**src/rtl/tdm_ser_pkg.sv**
```systemverilog
package tdm_ser_pkg;

  typedef enum logic {
    ST_IDLE = 1'b0,
    ST_RUN  = 1'b1
  } seq_state_e;

  typedef struct packed {
    logic       msb_first;
    logic [3:0] size_code;
    logic [2:0] rot;
    logic       dur_word;
    logic       pol_inv;
    logic       gen_en;
  } fmt_cfg_t;

  // Odd codes from 3 upward give 2*(code+1) bits; anything else is the full slot.
  function automatic int unsigned size_to_len(input logic [3:0] code,
                                              input int unsigned slot_bits);
    int unsigned len;
    if (code[0] && (code >= 4'd3)) len = 2 * (int'(code) + 1);
    else len = slot_bits;
    if (len > slot_bits) len = slot_bits;
    return len;
  endfunction

endpackage

```
**src/rtl/tdm_word_fmt.sv**
```systemverilog
module tdm_word_fmt #(
  parameter int unsigned SLOT_BITS = 32,
  parameter int unsigned ROT_UNIT  = 4,
  parameter int unsigned LEN_W     = $clog2(SLOT_BITS + 1)
) (
  input  logic [SLOT_BITS-1:0] data_i,
  input  logic [SLOT_BITS-1:0] mask_i,
  input  logic [2:0]           rot_i,
  input  logic                 msb_first_i,
  input  logic [LEN_W-1:0]     len_i,
  output logic [SLOT_BITS-1:0] bits_o
);
  localparam int unsigned SH_W = $clog2(2 * SLOT_BITS);

  logic [SLOT_BITS-1:0]   masked;
  logic [SLOT_BITS-1:0]   rotated;
  logic [2*SLOT_BITS-1:0] doubled;
  logic [SH_W-1:0]        amount;

  always_comb begin
    masked  = data_i & mask_i;
    amount  = SH_W'(rot_i) * SH_W'(ROT_UNIT);
    doubled = {masked, masked} >> amount;
    rotated = doubled[SLOT_BITS-1:0];
  end

  // bits_o[i] is the i-th bit placed on the line within the slot.
  generate
    for (genvar i = 0; i < SLOT_BITS; i++) begin : g_order
      logic picked;
      assign picked    = msb_first_i ? rotated[SLOT_BITS-1-i] : rotated[i];
      assign bits_o[i] = (LEN_W'(i) < len_i) ? picked : 1'b0;
    end
  endgenerate

endmodule

```
**src/rtl/tdm_hold.sv**
```systemverilog
module tdm_hold #(
  parameter int unsigned W = 32
) (
  input  logic         clk,
  input  logic         rst,
  input  logic [W-1:0] in_data,
  input  logic         in_valid,
  output logic         in_ready,
  input  logic         take_i,
  output logic         full_o,
  output logic [W-1:0] word_o
);
  logic         full_q;
  logic [W-1:0] word_q;
  logic         accept;

  assign accept   = in_valid && !full_q;
  assign in_ready = !full_q;
  assign full_o   = full_q;
  assign word_o   = word_q;

  always_ff @(posedge clk) begin
    if (rst)         full_q <= 1'b0;
    else if (take_i) full_q <= 1'b0;
    else if (accept) full_q <= 1'b1;
  end

  always_ff @(posedge clk) begin
    if (accept) word_q <= in_data;
  end

  assert_hold_keeps_R10: assert property (@(posedge clk) disable iff (rst)
    (full_q && !take_i) |=> (full_q && $stable(word_q)))
    else $error("holding word lost without being taken");

  assert_take_empties_R10: assert property (@(posedge clk) disable iff (rst)
    take_i |=> !full_q)
    else $error("holding register still full after take");

endmodule

```
**src/rtl/tdm_frame_seq.sv**
```systemverilog
module tdm_frame_seq
  import tdm_ser_pkg::*;
#(
  parameter int unsigned SLOT_BITS = 32,
  parameter int unsigned MAX_SLOTS = 32,
  parameter int unsigned BIT_W     = $clog2(SLOT_BITS),
  parameter int unsigned SLOT_W    = $clog2(MAX_SLOTS)
) (
  input  logic                 clk,
  input  logic                 rst,
  input  logic                 run_i,
  input  fmt_cfg_t             fmt_i,
  input  logic [SLOT_W-1:0]    last_slot_i,
  input  logic [SLOT_BITS-1:0] mask_i,
  input  logic [MAX_SLOTS-1:0] en_i,
  output fmt_cfg_t             fmt_o,
  output logic [SLOT_BITS-1:0] mask_o,
  output logic [MAX_SLOTS-1:0] en_o,
  output logic                 running_o,
  output logic [SLOT_W-1:0]    slot_o,
  output logic                 slot_start_o,
  output logic                 fs_act_o,
  output logic                 pol_o,
  output logic                 gen_o
);
  localparam logic [BIT_W-1:0] BIT_LAST = BIT_W'(SLOT_BITS - 1);

  seq_state_e           state_q;
  logic [SLOT_W-1:0]    slot_q;
  logic [BIT_W-1:0]     bit_q;
  fmt_cfg_t             fmt_q;
  logic [SLOT_W-1:0]    last_q;
  logic [SLOT_BITS-1:0] mask_q;
  logic [MAX_SLOTS-1:0] en_q;

  logic at_end;
  logic use_new;
  logic latch_en;

  always_comb begin
    at_end   = (state_q == ST_RUN) && (slot_q == last_q) && (bit_q == BIT_LAST);
    use_new  = (state_q == ST_IDLE) || at_end;
    latch_en = use_new && run_i;
    if (use_new) fs_act_o = run_i;
    else         fs_act_o = fmt_q.dur_word && (slot_q == '0) && (bit_q != BIT_LAST);
    pol_o        = use_new ? fmt_i.pol_inv : fmt_q.pol_inv;
    gen_o        = use_new ? fmt_i.gen_en  : fmt_q.gen_en;
    running_o    = (state_q == ST_RUN);
    slot_start_o = (state_q == ST_RUN) && (bit_q == '0);
  end

  assign slot_o = slot_q;
  assign fmt_o  = fmt_q;
  assign mask_o = mask_q;
  assign en_o   = en_q;

  always_ff @(posedge clk) begin
    if (rst) begin
      state_q <= ST_IDLE;
      slot_q  <= '0;
      bit_q   <= '0;
    end else if (latch_en) begin
      state_q <= ST_RUN;
      slot_q  <= '0;
      bit_q   <= '0;
    end else if (at_end) begin
      state_q <= ST_IDLE;
    end else if (state_q == ST_RUN) begin
      if (bit_q == BIT_LAST) begin
        bit_q  <= '0;
        slot_q <= slot_q + 1'b1;
      end else begin
        bit_q <= bit_q + 1'b1;
      end
    end
  end

  always_ff @(posedge clk) begin
    if (rst) begin
      fmt_q  <= '0;
      last_q <= '0;
      mask_q <= '0;
      en_q   <= '0;
    end else if (latch_en) begin
      fmt_q  <= fmt_i;
      last_q <= last_slot_i;
      mask_q <= mask_i;
      en_q   <= en_i;
    end
  end

  assert_slot_range_R5: assert property (@(posedge clk) disable iff (rst)
    (state_q == ST_RUN) |-> (slot_q <= last_q))
    else $error("slot index beyond frame length");

  assert_cfg_hold_R12: assert property (@(posedge clk) disable iff (rst)
    !latch_en |=> ($stable(en_q) && $stable(mask_q) && $stable(fmt_q) && $stable(last_q)))
    else $error("configuration changed away from a frame boundary");

endmodule

```
**src/rtl/tdm_tx_serializer.sv**
```systemverilog
module tdm_tx_serializer
  import tdm_ser_pkg::*;
#(
  parameter int unsigned SLOT_BITS = 32,
  parameter int unsigned MAX_SLOTS = 32,
  parameter int unsigned ROT_UNIT  = 4
) (
  input  logic                 clk,
  input  logic                 rst,
  input  logic                 run,
  input  logic [15:0]          cfg_fmt,
  input  logic [15:0]          cfg_frame,
  input  logic [SLOT_BITS-1:0] cfg_mask,
  input  logic [MAX_SLOTS-1:0] cfg_slot_en,
  input  logic [SLOT_BITS-1:0] in_data,
  input  logic                 in_valid,
  output logic                 in_ready,
  output logic                 ser_out,
  output logic                 fs_out,
  output logic                 underrun
);
  localparam int unsigned SLOT_W = $clog2(MAX_SLOTS);
  localparam int unsigned LEN_W  = $clog2(SLOT_BITS + 1);

  fmt_cfg_t             fmt_in;
  fmt_cfg_t             act_fmt;
  logic [8:0]           slot_field;
  logic [SLOT_W-1:0]    last_slot_in;
  logic [SLOT_BITS-1:0] act_mask;
  logic [MAX_SLOTS-1:0] act_en;
  logic                 running;
  logic [SLOT_W-1:0]    cur_slot;
  logic                 slot_start;
  logic                 fs_act;
  logic                 pol;
  logic                 gen;
  logic                 hold_full;
  logic [SLOT_BITS-1:0] hold_word;
  logic [SLOT_BITS-1:0] fmt_bits;
  logic [LEN_W-1:0]     word_len;
  logic                 act_slot;
  logic                 take;

  logic                 ser_q;
  logic                 fs_q;
  logic                 fs_act_q;
  logic                 under_q;
  logic [SLOT_BITS-1:0] sh_q;

  always_comb begin
    fmt_in.msb_first = cfg_fmt[15];
    fmt_in.size_code = cfg_fmt[7:4];
    fmt_in.rot       = cfg_fmt[2:0];
    fmt_in.dur_word  = cfg_frame[4];
    fmt_in.pol_inv   = cfg_frame[0];
    fmt_in.gen_en    = cfg_frame[1];
    slot_field       = cfg_frame[15:7];
    if (slot_field < 9'd2)                   last_slot_in = SLOT_W'(1);
    else if (slot_field > 9'(MAX_SLOTS))     last_slot_in = SLOT_W'(MAX_SLOTS - 1);
    else                                     last_slot_in = SLOT_W'(slot_field - 9'd1);
  end

  tdm_frame_seq #(
    .SLOT_BITS(SLOT_BITS),
    .MAX_SLOTS(MAX_SLOTS)
  ) u_seq (
    .clk         (clk),
    .rst         (rst),
    .run_i       (run),
    .fmt_i       (fmt_in),
    .last_slot_i (last_slot_in),
    .mask_i      (cfg_mask),
    .en_i        (cfg_slot_en),
    .fmt_o       (act_fmt),
    .mask_o      (act_mask),
    .en_o        (act_en),
    .running_o   (running),
    .slot_o      (cur_slot),
    .slot_start_o(slot_start),
    .fs_act_o    (fs_act),
    .pol_o       (pol),
    .gen_o       (gen)
  );

  assign act_slot = act_en[cur_slot];
  assign take     = slot_start && act_slot && hold_full;

  tdm_hold #(
    .W(SLOT_BITS)
  ) u_hold (
    .clk     (clk),
    .rst     (rst),
    .in_data (in_data),
    .in_valid(in_valid),
    .in_ready(in_ready),
    .take_i  (take),
    .full_o  (hold_full),
    .word_o  (hold_word)
  );

  assign word_len = LEN_W'(size_to_len(act_fmt.size_code, SLOT_BITS));

  tdm_word_fmt #(
    .SLOT_BITS(SLOT_BITS),
    .ROT_UNIT (ROT_UNIT),
    .LEN_W    (LEN_W)
  ) u_fmt (
    .data_i     (hold_word),
    .mask_i     (act_mask),
    .rot_i      (act_fmt.rot),
    .msb_first_i(act_fmt.msb_first),
    .len_i      (word_len),
    .bits_o     (fmt_bits)
  );

  always_ff @(posedge clk) begin
    if (rst) begin
      ser_q    <= 1'b0;
      fs_q     <= 1'b0;
      fs_act_q <= 1'b0;
      under_q  <= 1'b0;
      sh_q     <= '0;
    end else begin
      fs_act_q <= fs_act;
      fs_q     <= (fs_act & gen) ^ pol;
      if (!running) begin
        ser_q <= 1'b0;
      end else if (slot_start) begin
        if (take) begin
          ser_q <= fmt_bits[0];
          sh_q  <= fmt_bits >> 1;
        end else begin
          ser_q <= 1'b0;
          sh_q  <= '0;
        end
        if (act_slot && !hold_full) under_q <= 1'b1;
      end else begin
        ser_q <= sh_q[0];
        sh_q  <= sh_q >> 1;
      end
    end
  end

  assign ser_out  = ser_q;
  assign fs_out   = fs_q;
  assign underrun = under_q;

  assert_silent_slot_R6: assert property (@(posedge clk) disable iff (rst)
    (slot_start && !act_slot) |=> !ser_out)
    else $error("inactive slot drove a one");

  assert_idle_quiet_R13: assert property (@(posedge clk) disable iff (rst)
    !running |=> !ser_out)
    else $error("data driven while idle");

  assert_underrun_sticky_R11: assert property (@(posedge clk) disable iff (rst)
    underrun |=> underrun)
    else $error("underrun flag cleared without reset");

  assert_sync_one_bit_R7: assert property (@(posedge clk) disable iff (rst)
    (fs_act_q && !act_fmt.dur_word) |=> !fs_act_q)
    else $error("one-bit sync lasted more than one bit");

endmodule

```
**config.mk**
```make
export PLATFORM = sky130hd
export DESIGN_NAME = tdm_tx_serializer
export DESIGN_NICKNAME = d
export VERILOG_FILES = /design/src/rtl/tdm_ser_pkg.sv /design/src/rtl/tdm_word_fmt.sv /design/src/rtl/tdm_hold.sv /design/src/rtl/tdm_frame_seq.sv /design/src/rtl/tdm_tx_serializer.sv
export SDC_FILE = /design/constraint.sdc
export NUM_CORES = 1
export LEC_CHECK = 0
export ABC_CLOCK_PERIOD_IN_PS = 2800
export CAP_MARGIN = 20
export CELL_PAD_IN_SITES_DETAIL_PLACEMENT = 0
export CELL_PAD_IN_SITES_GLOBAL_PLACEMENT = 1
export CORE_ASPECT_RATIO = 0.8
export CORE_MARGIN = 5
export CORE_UTILIZATION = 35
export CTS_CLUSTER_SIZE = 30
export DETAILED_ROUTE_END_ITERATION = 10
export GPL_TIMING_DRIVEN = 0
export PLACE_DENSITY = 0.73
export SETUP_SLACK_MARGIN = 0.3
export SLEW_MARGIN = 0
export SYNTH_ARGS = -nofsm -noshare
export SYNTH_HDL_FRONTEND = slang
export SYNTH_SLANG_ARGS = --single-unit
```
**constraint.sdc**
```tcl
create_clock -name clk -period 2.8 [get_ports clk]
set_input_delay 0.56 -clock clk [delete_from_list [all_inputs] [get_ports clk]]
set_output_delay 0.56 -clock clk [all_outputs]
set_load 0.005 [all_outputs]
```
==> flow_metrics.env <==
export IMPL_crit_fanout=10
export IMPL_hold_path_class="register to register"
export IMPL_die_area_um2=27800
export IMPL_crit_type="register to register"
export IMPL_clock_sinks=158
export IMPL_multi_input_area_um2=4740
export IMPL_first_global_vias=7534
export IMPL_syn_area_um2=8600
export IMPL_cts_buffer_depth=2
export IMPL_critical_path_endpoint_type="register"
export IMPL_ys_ff_latch=158
export IMPL_n_antenna_cell=0
export IMPL_pwr_share_comb_pct=15.7
export IMPL_row_count=51
export IMPL_fillers=2404
export IMPL_synth_edf_count=32
export IMPL_syn_nets=1103
export IMPL_synthFlopType="dfxtp_1"
export IMPL_synth_top_area_share_pct=29.3
export IMPL_grt_max_degree=32
export IMPL_hold_violations=0
export IMPL_ir_drop_mv=0.400
export IMPL_clkPwrFrac_pct=39.6
export IMPL_cts_hold_buf=0
export IMPL_cts_root_buf="clkbuf_16"
export IMPL_fp_dieH_um=150
export IMPL_core_area_um2=24200
export IMPL_cts_tree="done"
export IMPL_swShare_pct=28.8
export IMPL_ant_nets=0
export IMPL_setup_worst_path_start_class="register"
export IMPL_setup_slack_ps=446
export IMPL_syn_mean_instance_area_um2=8.92
export IMPL_p_sw_mw=1.62
export IMPL_remaining_drc_errors=0
export IMPL_cts_buffers=17
export IMPL_clock_latency_ps=440
export IMPL_pwr_share_seq_pct=44.7
export IMPL_hpwl_mm=21.3
export IMPL_grt_pass1_wl_mm=42.8
export IMPL_portBuffers=123
export IMPL_max_slew_margin_rel_pct=55.8
export IMPL_outcome="finished clean"
export IMPL_setup_viol=0
export IMPL_drv_cap=0
export IMPL_vias_per_cell=5.41
export IMPL_async_reset_ff_share_pct=0
export IMPL_synth_area_leader_cell="dfxtp_1"
export IMPL_drv_slew=0
export IMPL_timing_fmax_mhz=425
export IMPL_ys_warn_count=0
export IMPL_vias=7795
export IMPL_period_share_pct=84.1
export IMPL_start_util_pct=35.5
export IMPL_die_x_um=185
export IMPL_arrival_ps=2650
export IMPL_area_delta_synth_final_pct=26.7
export IMPL_routedWlPerCell_um=19.0
export IMPL_clock_skew_ps=17.3
export IMPL_dr_pass1_iters=5
export IMPL_fin_nets=1249
export IMPL_power_density_nw_per_um2=516
export IMPL_grt_usage_pct=19.9
export IMPL_final_min_clock_period_ps=2350
export IMPL_seq_area_frac_synth_pct=40.5
export IMPL_cts_max_level=4
export IMPL_fin_util_pct=45.0
export IMPL_preCtsSetupSlack_ps=-432
export IMPL_ys_types=77
export IMPL_worst_ep_required_time_ps=3100
export IMPL_worstMarginPinSlew_ps=663
export IMPL_leakage_nw=3.79
export IMPL_drtIter0Drc=619
export IMPL_synth_area_top_cells="dfxtp_1 29%, edfxtp_1 11%, nand2_1 9.6%, mux4_2 8.9%, a21oi_1 6.3%"
export IMPL_grt_ovfl_total=0
export IMPL_antenna_found_initial=0
export IMPL_clkSlewWorstSetupHoldPaths_ps=70
export IMPL_p_int_mw=4.01
export IMPL_rsz0062_at_grt="true"
export IMPL_routed_wl_mm=27.4
export IMPL_drive_gt1_share_pct=12.1
export IMPL_synth_cells=964
export IMPL_ios=136
export IMPL_final_seq_area_um2=3480
export IMPL_gp_congestion=0.889
[routing by layer]
layer  vias to the layer above  global-route usage (%)  share of wire, %
met3                        34                    4.95               7.7
li1                       3764                       -                 -
met4                         0                    5.21               1.6
met5                         -                       0                 0
met2                       277                    28.1                42
met1                      3720                    30.1                49
[path summary, 6_finish.rpt]
path	slack, ps	cells after the start	start	end
worst max-delay path	450	6	u_seq.fmt_o[5]	sh_q[4]
worst min-delay path	450	2	u_seq.mask_o[12]	u_seq.mask_o[12]
worst max register to register	450	6	u_seq.fmt_o[5]	sh_q[4]
worst min register to register	450	2	u_seq.mask_o[12]	u_seq.mask_o[12]
[power groups by stage]
stage / Combinational (mW) / Sequential [mW] / Clock [mW]
final: 0.885 / 2.51 / 2.23
after global routing: 0.963 / 2.53 / 2.36
after CTS: 0.868 / 2.51 / 2.26
after detailed placement: 0.864 / 2.56 / 0
after global placement: 0.855 / 2.56 / 0
after floorplan: 0.493 / 2.54 / 0
[cell usage after synthesis (5+ instances only)]
master       n
a22o_1       7
o2bb2ai_1    6
xor2_1      11
dfxtp_1    126
nor3_1      11
nand2_1    219
buf_2       24
a22oi_1      7
inv_1       12
nand4b_1     5
mux2i_1     22
nor2_1      52
buf_1        6
mux4_2      34
and2_1      33
nand4_1      6
edfxtp_1    32
o22ai_1     12
nand2b_1     7
and3_1      10
o21a_1       7
o21ai_0     24
xnor2_1      5
clkbuf_1    38
o211ai_1    10
ha_1         7
a31oi_1     13
nand3_1     14
nor2b_1      7
a211oi_1     7
a21oi_1    108
[flip-flops by register name, summed over array words and instances (netlist names)]
name and cells:
u_hold.word_o 32, u_seq.en_o 32, u_seq.mask_o 32, sh_q 31, u_seq.fmt_o 11, u_seq.bit_q 5
u_seq.last_q 5, u_seq.slot_o 5, fs_out 1, ser_out 1, u_hold.full_o 1, u_seq.running_o 1
underrun 1
[final cells by class]
class | count | share of cell area [%]
clock buffer | 17 | 3.90
clock inverter | 15 | 1.17
tap | 318 | 3.65
inverter | 14 | 0.482
sequential | 158 | 32.0
buffer | 75 | 3.68
multi-input combinational | 717 | 43.5
timing repair buffer | 127 | 11.7
[cells in the final DEF, fill, tap and decap left out, drive strengths merged, types with 8 or more instances in the layout]
cell           instances
nand2                219
dfxtp                126
clkdlybuf4s50        123
a21oi                108
clkbuf                61
nor2                  53
buf                   35
mux4                  34
and2                  33
edfxtp                32
o21ai                 24
mux2i                 22
inv                   21
nand3                 17
a31oi                 13
o22ai                 12
xor2                  11
and3                  11
nor3                  11
o211ai                10
a22oi                  8
clkinv                 8
[critical path: stages (launching register included)]
cell and delay, ps:
dfxtp_1 290, buf_2 180, inv_2 220, buf_4 260, mux4_2 600, a221oi_1 570
o41ai_2 90
[metrics by stage]
stage | area (µm²) | std cells | hold slack, ps | TNS [ps] | total power, mW
detailed placement | 10300 | 1406 | 442 | -11710 | 3.43
global route | 10900 | 1441 | 471 | 0 | 5.84
CTS | 10800 | 1438 | 451 | 0 | 5.64
floorplan | 8600 | 964 | 431 | 0 | 3.03
global placement | 10200 | 1405 | 438 | -52050 | 3.42
finish | 10900 | 1441 | 450 | 0 | 5.62
[cells by family (layout without fill, tap and decap cells)]
logic type      count (synthesis)  in the layout  share of synthesized area (%)
mux                            58             58                           11.7
xor+xnor                       16             16                           1.63
simple gates                  392            392                           21.5
fa+ha+maj                       7              7                           1.02
flops                         158            158                           40.5
buf+inv                        89            248                           4.92
compound gates                244            244                           18.7
[timing repair]
item / 4_1_cts / 5_1_grt
pin swaps: 0 / 1
buffers inserted: 0 / 3
setup endpoints to repair: 67 / 90
resized for setup: 5 / 26
(Power assumes the default switching activity.)
